`src/rtl/lvl_irq_agg.sv`:
```
module lvl_irq_agg #(
  parameter int N_IRQ  = 128,
  parameter int N_CPU  = 3,
  parameter int ADDR_W = 8
) (
  input  logic              clk,
  input  logic              rst_n,
  input  logic [N_IRQ-1:0]  irq_in,
  input  logic              bus_sel,
  input  logic              bus_wr,
  input  logic [ADDR_W-1:0] bus_addr,
  input  logic [31:0]       bus_wdata,
  output logic [31:0]       bus_rdata,
  output logic [N_CPU-1:0]  cpu_irq
);
  localparam int NW = N_IRQ / 32;
  localparam int WB = $clog2(2 * NW);
  localparam int CB = ADDR_W - WB - 2;

  logic [N_IRQ-1:0] en_q [N_CPU];
  logic [WB-1:0]    woff, widx;
  logic [CB-1:0]    cidx;
  logic             hit, is_en, wr_go, rd_go;
  logic [31:0]      rd_word;
  logic [N_CPU-1:0] any_c;
  wire              unused_lsb = &{1'b0, bus_addr[1:0]};

  assign woff  = bus_addr[WB+1:2];
  assign cidx  = bus_addr[ADDR_W-1:WB+2];
  assign hit   = int'(cidx) < N_CPU;
  assign is_en = int'(woff) < NW;
  assign widx  = is_en ? WB'(NW - 1) - woff : WB'(2 * NW - 1) - woff;
  assign wr_go = bus_sel && bus_wr && hit && is_en;
  assign rd_go = bus_sel && !bus_wr && hit;

  always_ff @(posedge clk) begin
    for (int c = 0; c < N_CPU; c++) begin
      if (!rst_n)
        en_q[c] <= '0;
      else if (wr_go && int'(cidx) == c)
        en_q[c][widx*32 +: 32] <= bus_wdata;
    end
  end

  always_comb begin
    rd_word = '0;
    for (int c = 0; c < N_CPU; c++)
      if (int'(cidx) == c)
        rd_word = is_en ? en_q[c][widx*32 +: 32] : irq_in[widx*32 +: 32];
  end

  for (genvar c = 0; c < N_CPU; c++) begin : g_cpu
    assign any_c[c] = |(irq_in & en_q[c]);
  end

  always_ff @(posedge clk) begin
    if (!rst_n) begin
      cpu_irq   <= '0;
      bus_rdata <= '0;
    end else begin
      cpu_irq   <= any_c;
      bus_rdata <= rd_go ? rd_word : 32'd0;
    end
  end
endmodule

```
`config.mk`:
```
export PLATFORM = sky130hd
export DESIGN_NAME = lvl_irq_agg
export DESIGN_NICKNAME = d
export VERILOG_FILES = /design/src/rtl/lvl_irq_agg.sv
export SDC_FILE = /design/constraint.sdc
export NUM_CORES = 1
export LEC_CHECK = 0
export BUFFER_PORTS_ARGS = -buffer_cell sky130_fd_sc_hd__buf_2
export CAP_MARGIN = 20
export CELL_PAD_IN_SITES_DETAIL_PLACEMENT = 2
export CELL_PAD_IN_SITES_GLOBAL_PLACEMENT = 2
export CORE_MARGIN = 2
export CORE_UTILIZATION = 44
export CTS_CLUSTER_SIZE = 25
export DETAILED_ROUTE_END_ITERATION = 10
export HOLD_SLACK_MARGIN = 0.08
export PLACE_DENSITY_LB_ADDON = 0.1
export SKIP_LAST_GASP = 1
export SLEW_MARGIN = 20
export SYNTH_ARGS = -nofsm -noshare
export SYNTH_HDL_FRONTEND = slang
export SYNTH_SLANG_ARGS = --single-unit
```
`constraint.sdc`:
```
create_clock -name clk -period 5.01 [get_ports clk]
set_input_delay 1.503 -clock clk [delete_from_list [all_inputs] [get_ports clk]]
set_output_delay 1.503 -clock clk [all_outputs]
set_load 0.005 [all_outputs]
```
* Yosys cells after proc, flatten, opt, wreduce, memory -nomap -nowiden
Memory sizes are Yosys's and may differ from the RTL's. Index checks and enable logic that the tools add are counted.
Operators by class: add/sub/neg operators 3, magnitude comparators 2, equality and inequality tests 2, shifts and indexed selects 6, muxes and demuxes 401, bitwise logic cells 387, reductions and logical operators 14
Operators by type and width (count):
- $shiftx A128 B9 Y32 | 4
- $mux W1 | 391
- $and A128 B128 Y128 | 3
- $mux W128 | 3
- $or A1 B1 Y1 | 384
- $reduce_or A128 Y1 | 3
- $mux W32 | 6
- $shift A32 B34 Y128 const A | 1
- $shiftx A32 B34 Y128 | 1
- $neg A8 Y34 | 1
- $logic_and A1 B1 Y1 | 8
- $eq A3 B2 Y1 const B | 1
- $eq A3 B3 Y1 const B | 1
- $logic_not A3 Y1 | 1
- $lt A3 B2 Y1 const B | 1
- $lt A3 B3 Y1 const B | 1
- $mux W3 | 1
- $sub A2 B3 Y3 const A | 1
- $sub A3 B3 Y3 const A | 1
- $reduce_and A2 Y1 | 1
- $logic_not A1 Y1 | 1
Storage, ports and cells: register bits after elaboration 35, memory bits (writable) 384, bits of input ports 172, output and inout bits 35, logic and storage cells 818, memories kept 1
Memory list:
- en_q | depth 3, width 128, rd ports 3, clocked after memory_dff 0, wr ports 3, line 20 | logic [N_IRQ-1:0] en_q [N_CPU];

* Logic depth before layout (Yosys ltp)
depth after elaboration 8, gate-level depth with buffers 9

* Worst setup path before layout
OpenSTA, ideal clock, no wires.
path type input to register, from in bus_addr[3], to mem en_q[1][100], enable pin, library setup time 0.479 ns, arrival time 3.365 ns, required time 4.531 ns, setup slack 1.166 ns, stages 8, path buffers 4, path through buf_2 > buf_4 > buf_2 > inv_1 > ha_1 > nand2_1 > clkbuf_1 > nand2_1
RTL lines:
- from (decl) | line 11 | input logic [ADDR_W-1:0] bus_addr,
- to (decl) | line 20

==> results.json <==
{
  "cts_resized": 0,
  "synthCells": 1606,
  "rsz0062_at_grt": "false",
  "core.rowCount": 79,
  "syn_to_final_growth_pct": 16.79,
  "fin_setup_tns_ns": 0,
  "start_util_pct": 44.43,
  "syn_avg_cell_area_um2": 12.82,
  "drv_cap": 0,
  "drt_iter0_drc": 3987,
  "worstSetupEndpointType": "flop",
  "path_clk_slew_ns": 0.06,
  "hold_buffers": 0,
  "antenna_left": 0,
  "overflow": 0,
  "synth-async-reset-ratio_pct": 0,
  "crit_path_start_kind": "primary input",
  "h-tree-depth": 2,
  "drive_above_1_share_pct": 26.15,
  "cts_buffer_depth": 3,
  "p_leak_nw": 8.010,
  "finalMaxSlewViolations": 0,
  "setup_slack_ns": 1.156,
  "postCtsSetupRepairBufs": 0,
  "min_period_ns": 3.854,
  "synth_ff_type": "edfxtp_1",
  "required_ns": 5.34,
  "synth_area_leaders": "edfxtp_1, mux4_2, nor2_1",
  "drc": 0,
  "routedWlPerCell_um": 53.39,
  "hold_viol": 0,
  "yosys_warnings": 0,
  "crit_fanout": 50,
  "first_global_vias": 19340,
  "cts_buffers": 48,
  "clk_latency_ns": 0.62,
  "nets": 1984,
  "hp-class": "reg -> reg",
  "die-area_um2": 48560,
  "grt_pass1_wl_um": 172800,
  "routed-via-count": 19600,
  "synth_commonest_cells": "nor2_1, edfxtp_1, nand2_1, mux4_2, a22oi_1",
  "antenna_found_initial": 14,
  "synth.top_cell.area_share_pct": 55.99,
  "dp_slack_ns": 0.9535,
  "synth_cell_types": 35,
  "synth-edff-count": 384,
  "synth_top_area_cell": "edfxtp_1",
  "worstMarginPinSlew_ns": 1.098,
  "syn-num-nets": 1783,
  "num_io_pins": 207,
  "fp.coreArea_um2": 46360,
  "drt_first_pass_iters": 6,
  "hpwl_um": 91300,
  "totalWireLength_um": 131500,
  "min_period_over_period_pct": 76.93,
  "cts.sinks": 419,
  "nFillCells": 4406,
  "syn-cell-area_um2": 20600,
  "r2r_start": "en_q[2][70]$_SDFFCE_PN0P_",
  "critPathKind": "in -> reg",
  "port_buffers": 204,
  "status": "complete, no violations",
  "irDropWorstVdd_v": 0.0003596,
  "finalClockSkew_ns": 0.02268,
  "arrival_ns": 4.19,
  "yosysMostFrequentCell": "nor2_1",
  "synth-seq-area-share_pct": 59.39,
  "die_x_um": 220.4,
  "crit_start": "bus_addr[3]",
  "vias_per_cell": 7.959,
  "multi_input_area_um2": 7787,
  "fmax_mhz": 259.5,
  "setup_viol": 0,
  "routabilityCongestion": 1.051,
  "relSlewSlack_pct": 26.82,
  "grtUsageTotal_pct": 54.39,
  "grt_start_max_net_pins": 62,
  "p_per_area_nw_per_um2": 374.4,
  "cts-root-buf": "clkbuf_16",
  "cts_tree": "built",
  "fp.dieH_um": 220.4,
  "synth_seq_cells": 419,
  "seq_area_um2": 12230,
  "hold_start": "en_q[0][19]$_DFFE_PP_"
}
layout by cell type, fill, tap and decap left out, drive strengths merged:
cell,count
a211oi,1
a221oi,60
a22o,60
a22oi,72
a31oi,3
and4,1
buf,252
bufinv,5
clkbuf,61
clkinv,17
clkinvlp,4
dfxtp,35
diode,9
edfxtp,384
ha,5
inv,38
mux4,128
nand2,185
nand3,12
nand4,24
nand4b,2
nor2,386
nor3,1
nor3b,2
nor4,10
nor4b,1
o21ai,64
o221ai,32
or2,1
or3b,1
layer usage:
| metal | track usage (%) | up-vias | routed length [um] |
|---|---|---|---|
| li1 | - | 6644 | - |
| met5 | 1.818 | - | 168 |
| met3 | 23.77 | 741 | 22220 |
| met1 | 64.74 | 9758 | 41730 |
| met2 | 79.61 | 2449 | 55390 |
| met4 | 36.80 | 10 | 11990 |
path summary, 6_finish.rpt:
path / to / slack, ns / cells past startpoint
worst max register to register: cpu_irq[2]$_SDFF_PN0_ / 2.15 / 6
worst min register to register: bus_rdata[19]$_SDFF_PN0_ / 0.88 / 3
worst max-delay path: en_q[1][65]$_DFFE_PP_ / 1.16 / 7
worst min-delay path: bus_rdata[19]$_SDFF_PN0_ / 0.88 / 3
flip-flops by register name (all words and copies together) (netlist names):
signal and flops:
bus_rdata 32, cpu_irq 3, en_q 384
cell type report:
| type | instances | share of cell area [%] |
|---|---|---|
| inverters | 35 | 0.5462 |
| well taps | 607 | 3.158 |
| diodes | 9 | 0.09363 |
| multi-input cells | 1051 | 32.38 |
| clock inverters | 29 | 1.212 |
| repair buffers | 252 | 6.435 |
| flip-flops and latches | 419 | 50.85 |
| clock buffers | 61 | 5.327 |
metrics by stage:
stage                     total power [mW]  hold WS, ns  area, um2  util (%)  std cells
final                                9.005       0.8807      24050     51.89       2463
after global placement               5.253       0.8478      22460     48.44       2364
after detailed placement             5.291       0.8771      22460     48.44       2364
after global routing                 9.051       0.9521      24040     51.85       2457
after CTS                            8.865       0.8643      24030     51.84       2454
after floorplan                      4.602       0.6127      20600         -       1606
worst max-delay path: stages:
cell	delay [ns]
buf_6	0.40
inv_1	0.16
ha_1	0.46
nor3b_4	0.22
buf_4	0.63
nand2_1	0.23
nor2_1	0.49
where the power goes:
part / switching (mW) / leakage (nW) / internal, mW / total, mW
logic: 0.733 / 3.32 / 0.362 / 1.09
clock network: 1.58 / 0.762 / 2.08 / 3.66
registers: 0.261 / 3.93 / 3.99 / 4.25
cells by family after synthesis:
family / Yosys count / synth area share [%]
and+or+nand+nor: 626 / 12.44
DFF: 419 / 59.39
AOI/OAI and AO/OA: 292 / 10.77
buffers and inverters: 136 / 3.104
muxes: 128 / 14.00
adders and majority gates: 5 / 0.3037
(Power assumes the default switching activity.)
